`config.mk`:
```
export PLATFORM = sky130hd
export DESIGN_NAME = blk_ring
export DESIGN_NICKNAME = d
export VERILOG_FILES = /design/src/rtl/ring_pkg.sv /design/src/rtl/ring_mem.sv /design/src/rtl/ovr_tally.sv /design/src/rtl/ring_ctrl.sv /design/src/rtl/blk_ring.sv
export SDC_FILE = /design/constraint.sdc
export NUM_CORES = 1
export LEC_CHECK = 0
export BUFFER_PORTS_ARGS = -buffer_cell sky130_fd_sc_hd__buf_2
export CAP_MARGIN = 20
export CORE_MARGIN = 2
export CORE_UTILIZATION = 50
export CTS_CLUSTER_SIZE = 40
export DETAILED_ROUTE_END_ITERATION = 10
export PLACE_DENSITY = 0.69
export SYNTH_ARGS = -nofsm -noshare
export SYNTH_HDL_FRONTEND = slang
export SYNTH_SLANG_ARGS = --single-unit
```
`constraint.sdc`:
```
create_clock -name clk -period 3.2 [get_ports clk]
set_input_delay 0.64 -clock clk [delete_from_list [all_inputs] [get_ports clk]]
set_output_delay 0.64 -clock clk [all_outputs]
set_load 0.1 [all_outputs]
```
`src/rtl/ring_pkg.sv`:
```
`timescale 1ns/1ps
package ring_pkg;
    typedef enum logic [0:0] {
        ST_RUN  = 1'b0,
        ST_HALT = 1'b1
    } ring_state_t;
endpackage

```
`src/rtl/ring_mem.sv`:
```
`timescale 1ns/1ps
module ring_mem #(
    parameter int WORD_W = 32,
    parameter int DEPTH  = 32,
    localparam int AW    = $clog2(DEPTH)
) (
    input  logic              clk,
    input  logic              wr_en,
    input  logic [AW-1:0]     wr_addr,
    input  logic [WORD_W-1:0] wr_data,
    input  logic [AW-1:0]     rd_addr,
    output logic [WORD_W-1:0] rd_data
);
    logic [WORD_W-1:0] store [DEPTH];

    always_ff @(posedge clk) begin
        if (wr_en) begin
            store[wr_addr] <= wr_data;
        end
        rd_data <= store[rd_addr];
    end
endmodule

```
`src/rtl/ovr_tally.sv`:
```
`timescale 1ns/1ps
module ovr_tally #(
    parameter int CNT_W = 8
) (
    input  logic             clk,
    input  logic             rst_n,
    input  logic             hit,
    output logic [CNT_W-1:0] count,
    output logic             flag
);
    always_ff @(posedge clk) begin
        if (!rst_n) begin
            count <= '0;
            flag  <= 1'b0;
        end else if (hit) begin
            flag <= 1'b1;
            if (count != '1) begin
                count <= count + CNT_W'(1);
            end
        end
    end

    // the counter moves only on an overrun
    a_r7_count_needs_hit: assert property (@(posedge clk) disable iff (!rst_n)
        (count != $past(count)) |-> $past(hit));
    // the flag never clears without reset
    a_r7_flag_sticky: assert property (@(posedge clk) disable iff (!rst_n)
        flag |=> flag);
endmodule

```
`src/rtl/ring_ctrl.sv`:
```
`timescale 1ns/1ps
module ring_ctrl
    import ring_pkg::*;
#(
    parameter int NUM_BLKS  = 4,
    parameter int BLK_WORDS = 8,
    localparam int BI_W     = $clog2(NUM_BLKS),
    localparam int OFF_W    = $clog2(BLK_WORDS),
    localparam int CW       = BI_W + 1
) (
    input  logic             clk,
    input  logic             rst_n,
    input  logic             policy_ovr,
    input  logic             wr_valid,
    input  logic             rel,
    output logic             wr_ready,
    output logic             wr_en,
    output logic [BI_W-1:0]  wr_blk,
    output logic [OFF_W-1:0] wr_off,
    output logic             blk_done,
    output logic [BI_W-1:0]  blk_idx,
    output logic [BI_W-1:0]  rd_head,
    output logic [CW-1:0]    blk_avail,
    output logic             ovr_hit,
    output logic             stopped
);
    localparam logic [CW-1:0]    LAST_FREE = CW'(NUM_BLKS - 1);
    localparam logic [OFF_W-1:0] LAST_OFF  = OFF_W'(BLK_WORDS - 1);

    ring_state_t state, state_nx;

    logic          blk_end;
    logic          rel_ok;
    logic          drop_old;
    logic [CW-1:0] avail_less;

    always_comb begin
        wr_ready = 1'b0;
        stopped  = 1'b0;
        unique case (state)
            ST_RUN:  wr_ready = 1'b1;
            ST_HALT: stopped  = 1'b1;
            default: stopped  = 1'b1;
        endcase
    end

    assign wr_en      = wr_valid && wr_ready;
    assign blk_end    = wr_en && (wr_off == LAST_OFF);
    assign rel_ok     = rel && (blk_avail != '0);
    assign avail_less = blk_avail - CW'(rel_ok);
    assign ovr_hit    = blk_end && (avail_less == LAST_FREE);
    assign drop_old   = ovr_hit && policy_ovr;

    always_comb begin
        state_nx = state;
        unique case (state)
            ST_RUN:  if (ovr_hit && !policy_ovr) state_nx = ST_HALT;
            ST_HALT: state_nx = ST_HALT;
            default: state_nx = ST_HALT;
        endcase
    end

    always_ff @(posedge clk) begin
        if (!rst_n) begin
            state <= ST_RUN;
        end else begin
            state <= state_nx;
        end
    end

    always_ff @(posedge clk) begin
        if (!rst_n) begin
            wr_blk    <= '0;
            wr_off    <= '0;
            rd_head   <= '0;
            blk_avail <= '0;
            blk_done  <= 1'b0;
            blk_idx   <= '0;
        end else begin
            if (wr_en) begin
                wr_off <= wr_off + OFF_W'(1);
            end
            if (blk_end) begin
                wr_blk <= wr_blk + BI_W'(1);
            end
            if (rel_ok || drop_old) begin
                rd_head <= rd_head + BI_W'(1);
            end
            blk_avail <= avail_less + CW'(blk_end) - CW'(drop_old);
            blk_done  <= blk_end;
            blk_idx   <= wr_blk;
        end
    end

    // no word is written once halted
    a_r9_halt_blocks_write: assert property (@(posedge clk) disable iff (!rst_n)
        stopped |-> !wr_en);
    // halt is sticky until reset
    a_r9_halt_sticky: assert property (@(posedge clk) disable iff (!rst_n)
        stopped |=> stopped);
    // a completion pulse always follows an accepted word
    a_r3_done_after_write: assert property (@(posedge clk) disable iff (!rst_n)
        blk_done |-> $past(wr_en));
    // completion pulses last one cycle
    a_r3_done_single: assert property (@(posedge clk) disable iff (!rst_n)
        blk_done |=> !blk_done);
    // fill level never exceeds the block count
    a_r8_avail_bound: assert property (@(posedge clk) disable iff (!rst_n)
        blk_avail <= CW'(NUM_BLKS));
    // an empty-ring release leaves the head alone
    a_r6_idle_release: assert property (@(posedge clk) disable iff (!rst_n)
        (rel && blk_avail == '0 && !wr_en) |=> $stable(rd_head));
endmodule

```
`src/rtl/blk_ring.sv`:
```
`timescale 1ns/1ps
module blk_ring #(
    parameter int WORD_W    = 32,
    parameter int NUM_BLKS  = 4,
    parameter int BLK_WORDS = 8,
    parameter int CNT_W     = 8,
    localparam int BI_W     = $clog2(NUM_BLKS),
    localparam int OFF_W    = $clog2(BLK_WORDS),
    localparam int DEPTH    = NUM_BLKS * BLK_WORDS
) (
    input  logic              clk,
    input  logic              rst_n,
    input  logic              policy_ovr,
    input  logic              wr_valid,
    input  logic [WORD_W-1:0] wr_data,
    output logic              wr_ready,
    output logic              blk_done,
    output logic [BI_W-1:0]   blk_idx,
    input  logic [BI_W-1:0]   rd_blk,
    input  logic [OFF_W-1:0]  rd_off,
    output logic [WORD_W-1:0] rd_data,
    input  logic              rel,
    output logic [BI_W-1:0]   rd_head,
    output logic [BI_W:0]     blk_avail,
    output logic [CNT_W-1:0]  ovr_count,
    output logic              ovr_flag,
    output logic              stopped
);
    logic             wr_en;
    logic [BI_W-1:0]  wr_blk;
    logic [OFF_W-1:0] wr_off;
    logic             ovr_hit;

    ring_ctrl #(.NUM_BLKS(NUM_BLKS), .BLK_WORDS(BLK_WORDS)) u_ctrl (
        .clk(clk), .rst_n(rst_n), .policy_ovr(policy_ovr),
        .wr_valid(wr_valid), .rel(rel), .wr_ready(wr_ready),
        .wr_en(wr_en), .wr_blk(wr_blk), .wr_off(wr_off),
        .blk_done(blk_done), .blk_idx(blk_idx), .rd_head(rd_head),
        .blk_avail(blk_avail), .ovr_hit(ovr_hit), .stopped(stopped)
    );

    ring_mem #(.WORD_W(WORD_W), .DEPTH(DEPTH)) u_mem (
        .clk(clk), .wr_en(wr_en), .wr_addr({wr_blk, wr_off}),
        .wr_data(wr_data), .rd_addr({rd_blk, rd_off}), .rd_data(rd_data)
    );

    ovr_tally #(.CNT_W(CNT_W)) u_tally (
        .clk(clk), .rst_n(rst_n), .hit(ovr_hit),
        .count(ovr_count), .flag(ovr_flag)
    );
endmodule

```
==> impl_results.md, run 1 <==
- Outcome: completed
- Asr flop ratio synth: 0%
- Peak supply drop: between 0.9 and 1 mV
- Share of cells above drive strength 1: between 10% and 20%
- Part of the power in combinational logic: under 10%
- Worst Setup Path Type: reg2reg
- Worst hold margin: between 0.2 and 0.3 ns
- Transition at the pin with the smallest max-transition slack: approximately 0.75 ns
- Wire per inst: roughly 27 um
- Sequential power share: a little over half
- Synth Area per Inst: about 17 um2
- Vias per cell: roughly 5.9
- Switching fraction of total power: around 22%
- Starting utilization of the core area: 50.6%
- Hold Crit Start: policy_ovr
- Register area: between 30,000 and 40,000 um2
- Total number of nets in the final design: around 2,600
- Type of element capturing the critical path: flop
- Maximum cell stage delay along the critical path: approximately 0.45 ns
- Antenna diode count: 0
- Clock tree root driver cell: sky130_fd_sc_hd__clkbuf_16
- Critical register-to-register path startpoint: u_ctrl.blk_avail[2]
- Total via count in the routed design: 22,100
- Leading area contributor after synthesis: sky130_fd_sc_hd__edfxtp_1
- Worst hold path depth: 3
- Total overflow reported by the global router: 0
- Data arrival time of the critical path: 3.54 ns
- Number of clock sinks: 1,079
- Cell family with the largest share of critical-path delay: adder cells
- Top-area cell type share of the netlist area: 73.9%
- Buffers and inverters on the worst path: 1
- Fin. max-slew vios: 0
- Total power after layout: between 30 and 40 mW
- Utilization after layout: 58.0%
- Routed Wire Length: 98,400 um
- Count of flip-flops with a built-in enable after synthesis: 1,024
- H-tree depth reported by CTS: 3
- Endpoint of the worst register-to-register path: u_ctrl.blk_avail[2]
- Share of power burned in the clock network: between 40% and 50%
- CTS tree: built
- Part of the Yosys area used for sequential elements: between 70% and 80%
- Most frequent cell on the critical path: sky130_fd_sc_hd__ha_1
- Commonest register cell after synthesis: sky130_fd_sc_hd__edfxtp_1
- Overall routing resource usage: 22.8%
- Setup clock skew after layout: 0.0305 ns
- Area of the multi-input gates: around 9200 um2
- Die boundary width: around 290 um
- Synthesized instance count: 2,379
- Core Area: 82,200 um2
- Clock buffer depth: 3
- Cell count after placement: between 3,000 and 4,000
- Cell Int Power: 23.4 mW
- Static Leak: around 17 nW
- Antenna violations before repair: 1
- Worst path cell trace: o31a_1 -> ha_1 -> ha_1 -> nor2_1 -> and4_1 -> ha_1 -> inv_1 -> ha_1 -> fa_1 -> xor2_1 -> xnor2_1 -> and2_1
- Vertical die dimension: between 200 and 300 um
- Synth top area cells: sky130_fd_sc_hd__edfxtp_1 74%, sky130_fd_sc_hd__mux2i_1 12%, sky130_fd_sc_hd__dfxtp_1 2.6%
- Fillers: 6,001
- Headroom to the max-slew limit: 49.9%
- Endpoint of the worst hold path: u_ctrl.state
- Startpoint type of the worst setup path: flop
- Netlist Area Pre-Place: around 42,000 um2
- Quantity of hold-fixing buffers added after cts: 0
- Antenna-violating nets left: 0
- Power per standard cell area: around 630 nW/um2
- Psw: about 6.7 mW
- Detailed Routing Iterations Pass 1: 5
- Post-Synthesis Net Count: between 2,000 and 2,500
- Total I/O pin count: 93
- Max Cap Viol: 0
- HPWL Detailed: just over 50,000 um
- Cell count of the worst reg-to-reg path: 12
- Vias in the first global route: ~22,000
- Area growth, synth to finish: 14.7%
- R2R Setup Slk: approximately 0.22 ns
- Post-route setup TNS: 0 ns
- Worst hold path type: in2reg
- Clock insertion delay at the later pin of the skew report: ~0.66 ns
- Post-CTS Setup Repair Bufs: 0
- Unrepaired setup endpoints after global routing: false
- Period utilisation layout: slightly above 90%
- First-pass GRT wire length: between 100,000 and 150,000 um
- Clock input transition at the sequential cells of the worst setup and hold paths: ~0.060 ns
- Critical path required time: about 3.8 ns
- Count of routing violations after the opening detailed-route iteration: approximately 2,400
- Standard-cell row count: 105
- Synth Register Bits: ~1,100
- Min cycle time layout: between 2 and 3 ns
- Crit Path Max Fanout: 3
- Largest net degree at the start of global routing: 62
- Number of setup violations in the final report: 0
- Non-Filler Instances: approximately 3,700
- Critical-path cell with the highest stage delay: sky130_fd_sc_hd__fa_1
- Post-synth cell types: 38
- Total of cells resized after clock tree synthesis: 0
- Die area: around 86,000 um2
- Count of synthesis-stage warnings from yosys: 0
- Maximum operating frequency: 0.335 GHz
- Number of endpoints with negative hold slack in the final report: 0
- # DRC: 0
- Gp weighted congestion: about 0.78
- Number of buffers added by the clock tree synthesis step: about 110
- Port buffer count: slightly above 90
synth_stat cells (30+ instances only):
| master | n |
|---|---|
| sky130_fd_sc_hd__clkbuf_1 | 46 |
| sky130_fd_sc_hd__buf_2 | 30 |
| sky130_fd_sc_hd__edfxtp_1 | 1024 |
| sky130_fd_sc_hd__mux2i_1 | 515 |
| sky130_fd_sc_hd__nand2_1 | 106 |
| sky130_fd_sc_hd__a22oi_1 | 96 |
| sky130_fd_sc_hd__a31oi_1 | 32 |
| sky130_fd_sc_hd__a22o_1 | 64 |
| sky130_fd_sc_hd__dfxtp_1 | 55 |
| sky130_fd_sc_hd__nor2_1 | 51 |
| sky130_fd_sc_hd__nand3_1 | 101 |
| sky130_fd_sc_hd__a21oi_1 | 100 |
| sky130_fd_sc_hd__nor3_1 | 32 |
registers in the layout, summed over array words and instances (netlist names):
name / count
u_ctrl.wr_off: 3
u_ctrl.blk_idx: 2
u_tally.count: 8
u_ctrl.blk_avail: 3
u_ctrl.blk_done: 1
u_mem.rd_data: 32
u_ctrl.rd_head: 2
u_tally.flag: 1
u_mem.store: 1024
u_ctrl.state: 1
u_ctrl.wr_blk: 2
area by class of cell:
cell class,instances,area share [%]
Clock buffer,151,6.21
Clock inverter,48,1.04
Sequential cell,1079,66.7
Inverter,14,0.110
Tap cell,1070,2.81
Multi-Input combinational cell,1157,19.2
Timing Repair Buffer,187,3.84
how the worst max path moves through the flow:
stage                              from                  end  slack (ns)  depth (start not counted)
finish              u_ctrl.blk_avail[2]  u_ctrl.blk_avail[2]        0.22                         12
global route        u_ctrl.blk_avail[2]  u_ctrl.blk_avail[2]        0.11                         12
CTS                 u_ctrl.blk_avail[2]  u_ctrl.blk_avail[2]        0.20                         12
detailed placement                  rel  u_ctrl.blk_avail[2]      -0.002                         13
global placement                    rel  u_ctrl.blk_avail[2]        0.06                         13
floorplan                  u_ctrl.state   u_mem.store[15][0]        0.04                          4
cells in the final DEF, fill, tap and decap left out, types with 2 or more instances in the layout:
master and instances:
sky130_fd_sc_hd__a21oi_1 100, sky130_fd_sc_hd__a22o_1 64, sky130_fd_sc_hd__a22oi_1 96, sky130_fd_sc_hd__a31oi_1 32, sky130_fd_sc_hd__and2_1 3, sky130_fd_sc_hd__and3_1 5
sky130_fd_sc_hd__buf_12 52, sky130_fd_sc_hd__buf_2 91, sky130_fd_sc_hd__buf_4 43, sky130_fd_sc_hd__bufinv_16 9, sky130_fd_sc_hd__clkbuf_1 34, sky130_fd_sc_hd__clkbuf_16 109
sky130_fd_sc_hd__clkbuf_8 8, sky130_fd_sc_hd__clkinv_1 20, sky130_fd_sc_hd__clkinv_2 11, sky130_fd_sc_hd__clkinv_8 2, sky130_fd_sc_hd__clkinvlp_4 4, sky130_fd_sc_hd__dfxtp_1 52
sky130_fd_sc_hd__dfxtp_2 3, sky130_fd_sc_hd__edfxtp_1 1024, sky130_fd_sc_hd__ha_1 14, sky130_fd_sc_hd__inv_1 13, sky130_fd_sc_hd__inv_6 2, sky130_fd_sc_hd__mux2i_1 515
sky130_fd_sc_hd__nand2_1 105, sky130_fd_sc_hd__nand2b_1 5, sky130_fd_sc_hd__nand2b_2 2, sky130_fd_sc_hd__nand3_1 101, sky130_fd_sc_hd__nand4_1 3, sky130_fd_sc_hd__nor2_1 18
sky130_fd_sc_hd__nor2_4 33, sky130_fd_sc_hd__nor2b_4 2, sky130_fd_sc_hd__nor3_1 32, sky130_fd_sc_hd__o21ai_0 4, sky130_fd_sc_hd__or3_1 3, sky130_fd_sc_hd__xnor2_1 4
sky130_fd_sc_hd__xor2_1 4
power by group through the flow:
stage                     registers (mW)  clock network [mW]  logic [mW]
final                               15.7                12.3        2.23
after global routing                15.7                13.0        2.36
after CTS                           15.7                12.4        2.23
after detailed placement            16.0                   0        2.22
after global placement              16.0                   0        2.18
after floorplan                     16.5                   0       0.945
metrics by stage:
step                setup slack, ns  cell area, um2
global placement             0.0611           44300
floorplan                    0.0364           41600
CTS                           0.205           47700
finish                        0.217           47700
global route                  0.112           47700
detailed placement         -0.00231           44300
worst register-to-register path, delay by kind of cell, from the launching register on:
family / cells / cell delay [ns]
adders and majority gates: 5 / 1.43
AOI/OAI and AO/OA: 1 / 0.30
buffers and inverters: 1 / 0.04
xor gates and xnor gates: 2 / 0.31
DFF: 1 / 0.34
and+or+nand+nor: 3 / 0.45
per-layer routing:
metal,part of all wire [%],global-route usage (%)
met1,42,31.8
met2,48,37.2
met3,7.5,3.82
met4,2.6,7.13
met5,0.014,0
cell families after synthesis:
| family | Yosys count | share of synthesized area [%] |
|---|---|---|
| and+or+nand+nor | 318 | 3.45 |
| xor gates and xnor gates | 9 | 0.207 |
| DFF | 1079 | 76.6 |
| buffers and inverters | 143 | 2.03 |
| muxes | 515 | 12.4 |
| adders and majority gates | 15 | 0.469 |
| AOI/OAI and AO/OA | 300 | 4.90 |
(Power assumes the default switching activity.)
==> inputs of run 2 (changes only) <==
--- a/config.mk
+++ b/config.mk
@@ -5,13 +5,14 @@
 export SDC_FILE = /design/constraint.sdc
 export NUM_CORES = 1
 export LEC_CHECK = 0
+export ABC_AREA = 1
 export BUFFER_PORTS_ARGS = -buffer_cell sky130_fd_sc_hd__buf_2
 export CAP_MARGIN = 20
 export CORE_MARGIN = 2
 export CORE_UTILIZATION = 50
 export CTS_CLUSTER_SIZE = 40
 export DETAILED_ROUTE_END_ITERATION = 10
-export PLACE_DENSITY = 0.69
+export PLACE_DENSITY = 0.68
 export SYNTH_ARGS = -nofsm -noshare
 export SYNTH_HDL_FRONTEND = slang
 export SYNTH_SLANG_ARGS = --single-unit
==> impl_results.md, run 2 <==
- Total number of nets in the final design: 3,819 (was 2,603)
- Peak supply drop: 0.508 mV (was 0.913 mV)
- CTS tree: built (unchanged)
- R2R Setup Slk: 0.32 ns (was 0.22 ns)
- Sequential power share: 51.2% (was 52.0%)
- Largest registers: u_mem.store: 1024 flops, u_mem.rd_data: 32 flops, u_tally.count: 8 flops (unchanged)
- Worst hold margin: 0.300 ns (was 0.267 ns)
- Most frequent cell on the critical path: sky130_fd_sc_hd__inv_1 (was sky130_fd_sc_hd__ha_1)
- Fin. max-slew vios: 0 (unchanged)
- Die area: 89,300 um2 (was 85,500 um2)
- Clock tree root driver cell: sky130_fd_sc_hd__clkbuf_16 (unchanged)
- Post-CTS Setup Repair Bufs: 0 (unchanged)
- Switching fraction of total power: 23.8% (was 22.3%)
- Clock buffer depth: 3 (unchanged)
- Share of cells above drive strength 1: 10.3% (was 14.3%)
- Flip-flop count of the largest register after layout: 1,024 (unchanged)
- Cell family with the largest share of critical-path delay: adder cells (unchanged)
- Antenna-violating nets left: 0 (unchanged)
- Share of power burned in the clock network: 40.8% (was 40.6%)
- Cell Int Power: 23.3 mW (was 23.4 mW)
- Commonest non-fill, non-tap cells in the layout: 1,480 x sky130_fd_sc_hd__nand2_1, 1,024 x sky130_fd_sc_hd__edfxtp_1, 772 x sky130_fd_sc_hd__nand3_1, 108 x sky130_fd_sc_hd__clkbuf_16, 88 x sky130_fd_sc_hd__buf_2 (was 1,024 x sky130_fd_sc_hd__edfxtp_1, 515 x sky130_fd_sc_hd__mux2i_1, 109 x sky130_fd_sc_hd__clkbuf_16, 105 x sky130_fd_sc_hd__nand2_1, 101 x sky130_fd_sc_hd__nand3_1)
- Worst path cell trace: o31ai_1 -> inv_1 -> ha_1 -> ha_1 -> inv_1 -> nand2_1 -> nand2_1 -> nor2_1 -> nand3_1 -> inv_1 -> ha_1 -> inv_1 -> ha_1 -> fa_1 -> inv_1 -> o21ai_0 -> a21oi_1 (was o31a_1 -> ha_1 -> ha_1 -> nor2_1 -> and4_1 -> ha_1 -> inv_1 -> ha_1 -> fa_1 -> xor2_1 -> xnor2_1 -> and2_1)
- H-tree depth reported by CTS: 3 (unchanged)
- Vias per cell: 5.62 (was 5.95)
- Asr flop ratio synth: 0% (unchanged)
- Area growth, synth to finish: 12.5% (was 14.7%)
- Fillers: 7,026 (was 6,001)
- Commonest non-fill, non-tap cell in the layout: sky130_fd_sc_hd__nand2_1 (was sky130_fd_sc_hd__edfxtp_1)
- Number of buffers added by the clock tree synthesis step: 108 (was 107)
- Total I/O pin count: 93 (unchanged)
- Top-area cell type share of the netlist area: 70.7% (was 73.9%)
- Number of setup violations in the final report: 0 (unchanged)
- Count of flip-flops with a built-in enable after synthesis: 1,024 (unchanged)
- Data arrival time of the critical path: 3.47 ns (was 3.54 ns)
- Port buffer count: 92 (unchanged)
- Worst Setup Path Type: reg2reg (unchanged)
- Count of routing violations after the opening detailed-route iteration: 2,973 (was 2,359)
- Type of element capturing the critical path: flop (unchanged)
- Unrepaired setup endpoints after global routing: false (unchanged)
- Met1 usage in global routing: 33.7% (was 31.8%)
- Detailed Routing Iterations Pass 1: 6 (was 5)
- GR Util met2: 40.3% (was 37.2%)
- Synth Area per Inst: 11.8 um2 (was 17.5 um2)
- Post-synth cell types: 29 (was 38)
- # DRC: 0 (unchanged)
- Transition at the pin with the smallest max-transition slack: 1.13 ns (was 0.749 ns)
- Number of clock sinks: 1,079 (unchanged)
- Startpoint type of the worst setup path: flop (unchanged)
- Power per standard cell area: 626 nW/um2 (was 632 nW/um2)
- Antenna violations before repair: 6 (was 1)
- Part of the Yosys area used for sequential elements: 73.3% (was 76.6%)
- Psw: 7.28 mW (was 6.74 mW)
- GRT met3 Usage: 3.24% (was 3.82%)
- Routed Wire Length: 110,000 um (was 98,400 um)
- Vertical die dimension: 299 um (was 292 um)
- Hold Crit Start: policy_ovr (unchanged)
- Overall routing resource usage: 24.6% (was 22.8%)
- Vias in the first global route: 26,700 (was 22,300)
- Most instantiated library cell after synthesis: sky130_fd_sc_hd__nand2_1 (was sky130_fd_sc_hd__edfxtp_1)
- Largest net degree at the start of global routing: 126 (was 62)
- Worst hold path depth: 4 (was 3)
- Part of the power in combinational logic: 7.9% (was 7.4%)
- Synth top area cells: sky130_fd_sc_hd__edfxtp_1 71%, sky130_fd_sc_hd__nand2_1 13%, sky130_fd_sc_hd__nand3_1 8.9% (was sky130_fd_sc_hd__edfxtp_1 74%, sky130_fd_sc_hd__mux2i_1 12%, sky130_fd_sc_hd__dfxtp_1 2.6%)
- Period utilisation layout: 90.1% (was 93.2%)
- Number of endpoints with negative hold slack in the final report: 0 (unchanged)
- Count of synthesis-stage warnings from yosys: 0 (unchanged)
- Synth Register Bits: 1,079 (unchanged)
- Critical-path cell with the highest stage delay: sky130_fd_sc_hd__fa_1 (unchanged)
- Core Area: 86,500 um2 (was 82,200 um2)
- Max Cap Viol: 0 (unchanged)
- Clock insertion delay at the later pin of the skew report: 0.69 ns (was 0.66 ns)
- Endpoint of the worst hold path: u_ctrl.state (unchanged)
- Quantity of hold-fixing buffers added after cts: 0 (unchanged)
- Endpoint of the worst register-to-register path: u_ctrl.blk_avail[2] (unchanged)
- Netlist Area Pre-Place: 43,500 um2 (was 41,600 um2)
- Die boundary width: 299 um (was 292 um)
- Setup clock skew after layout: 0.0473 ns (was 0.0305 ns)
- Cell count of the worst reg-to-reg path: 17 (was 12)
- Wire per inst: 22.0 um (was 26.6 um)
- Maximum cell stage delay along the critical path: 0.41 ns (was 0.45 ns)
- Clock input transition at the sequential cells of the worst setup and hold paths: 0.06 ns (about the same)
- Global route hottest layer: met2 (unchanged)
- Total via count in the routed design: 28,200 (was 22,100)
- HPWL Detailed: 57,500 um (was 50,600 um)
- First-pass GRT wire length: 165,000 um (was 144,000 um)
- Top cells by instance count after synthesis: 1,480 x sky130_fd_sc_hd__nand2_1, 1,024 x sky130_fd_sc_hd__edfxtp_1, 772 x sky130_fd_sc_hd__nand3_1 (was 1,024 x sky130_fd_sc_hd__edfxtp_1, 515 x sky130_fd_sc_hd__mux2i_1, 106 x sky130_fd_sc_hd__nand2_1)
- Largest reg by FF count: u_mem.store (unchanged)
- Buffers and inverters on the worst path: 5 (was 1)
- Headroom to the max-slew limit: 24.7% (was 49.9%)
- Gp weighted congestion: 0.796 (was 0.783)
- Standard-cell row count: 108 (was 105)
- Maximum operating frequency: 0.347 GHz (was 0.335 GHz)
- Crit Path Max Fanout: 4 (was 3)
- Post-route setup TNS: 0 ns (unchanged)
- Starting utilization of the core area: 50.3% (was 50.6%)
- Outcome: completed (unchanged)
- Critical path required time: 3.79 ns (was 3.75 ns)
- Total of cells resized after clock tree synthesis: 0 (unchanged)
- Commonest register cell after synthesis: sky130_fd_sc_hd__edfxtp_1 (unchanged)
- Min cycle time layout: 2.88 ns (was 2.98 ns)
- Synthesized instance count: 3,682 (was 2,379)
- Post-Synthesis Net Count: 3,739 (was 2,436)
- Total overflow reported by the global router: 0 (unchanged)
- Static Leak: 18.1 nW (was 16.8 nW)
- Leading area contributor after synthesis: sky130_fd_sc_hd__edfxtp_1 (unchanged)
- Worst hold path type: in2reg (unchanged)
- Critical register-to-register path startpoint: u_ctrl.blk_avail[2] (unchanged)
-- run 2: cell count changes in the layout (fill, tap and decap cells not counted), sizes merged, moves of 31 or more --
cell   before   now
a21oi     100    12
a22o       64     0
a22oi      96     0
a31oi      32     0
mux2i     515     0
nand2     106  1481
nand3     101   772
nor3       32     1
-- run 2: power by group through the flow --
| stage | logic, mW | registers [mW] | clock network (mW) |
|---|---|---|---|
| detailed placement | 2.42 | 16.0 | 0 |
| global placement | 2.40 | 16.0 | 0 |
| floorplan | 1.16 | 16.5 | 0 |
| finish | 2.42 | 15.7 | 12.5 |
| global route | 2.63 | 15.7 | 13.2 |
| CTS | 2.43 | 15.7 | 12.7 |
-- run 2: worst max path at each step --
stage | from | endpoint | slack, ns | cells past startpoint
2_1_floorplan | u_ctrl.blk_avail[2] | u_ctrl.blk_avail[2] | 0.03 | 17
3_5_place_dp | rel | u_ctrl.blk_avail[2] | 0.18 | 18
3_3_place_gp | rel | u_ctrl.blk_avail[2] | 0.19 | 18
5_1_grt | u_ctrl.blk_avail[2] | u_ctrl.blk_avail[2] | 0.02 | 17
4_1_cts | u_ctrl.blk_avail[2] | u_ctrl.blk_avail[2] | 0.32 | 17
6_report | u_ctrl.blk_avail[2] | u_ctrl.blk_avail[2] | 0.32 | 17
-- run 2: tightest hold or removal path, stage by stage --
cell and delay (ns):
sky130_fd_sc_hd__buf_2 0.09, sky130_fd_sc_hd__nor2_1 0.04, sky130_fd_sc_hd__nor2_1 0.08, sky130_fd_sc_hd__nor2_1 0.05
-- run 2: cell families after synthesis --
kind of cell    count (synthesis)  share of synthesized area [%]
flops                        1079                           73.3
buf+inv                       252                           3.66
simple gates                 2307                           22.2
fa+ha+maj                      15                          0.449
compound gates                 22                          0.268
xor+xnor                        7                          0.141
-- run 2: stage by stage --
step                util (%)  power (mW)  setup slack [ns]  cells  cell area, um2
detailed placement      52.4        18.4             0.176   4807           45400
finish                  56.5        30.6             0.316   5014           48900
floorplan                  -        17.7            0.0285   3682           43500
CTS                     56.5        30.8             0.324   5012           48900
global route            56.5        31.5            0.0215   5013           48900
global placement        52.4        18.4             0.186   4807           45400
-- run 2: cell type report --
cell class,count,area [um2],area share (%)
Sequential cell,1079,31900,65.1
Multi-Input combinational cell,2351,10300,21.0
Clock buffer,140,2900,5.94
Timing Repair Buffer,189,1640,3.36
Tap cell,1155,1450,2.96
Clock inverter,65,629,1.29
Inverter,33,154,0.315
Antenna cell,2,5.00,0.0102
-- run 2: layer usage --
layer	wire [um]	part of all wire, %	up-vias
met5	13	0.012	-
met4	3600	3.3	2
met3	8300	7.5	227
met2	54000	49	1222
met1	44500	40	13800
li1	-	-	13000
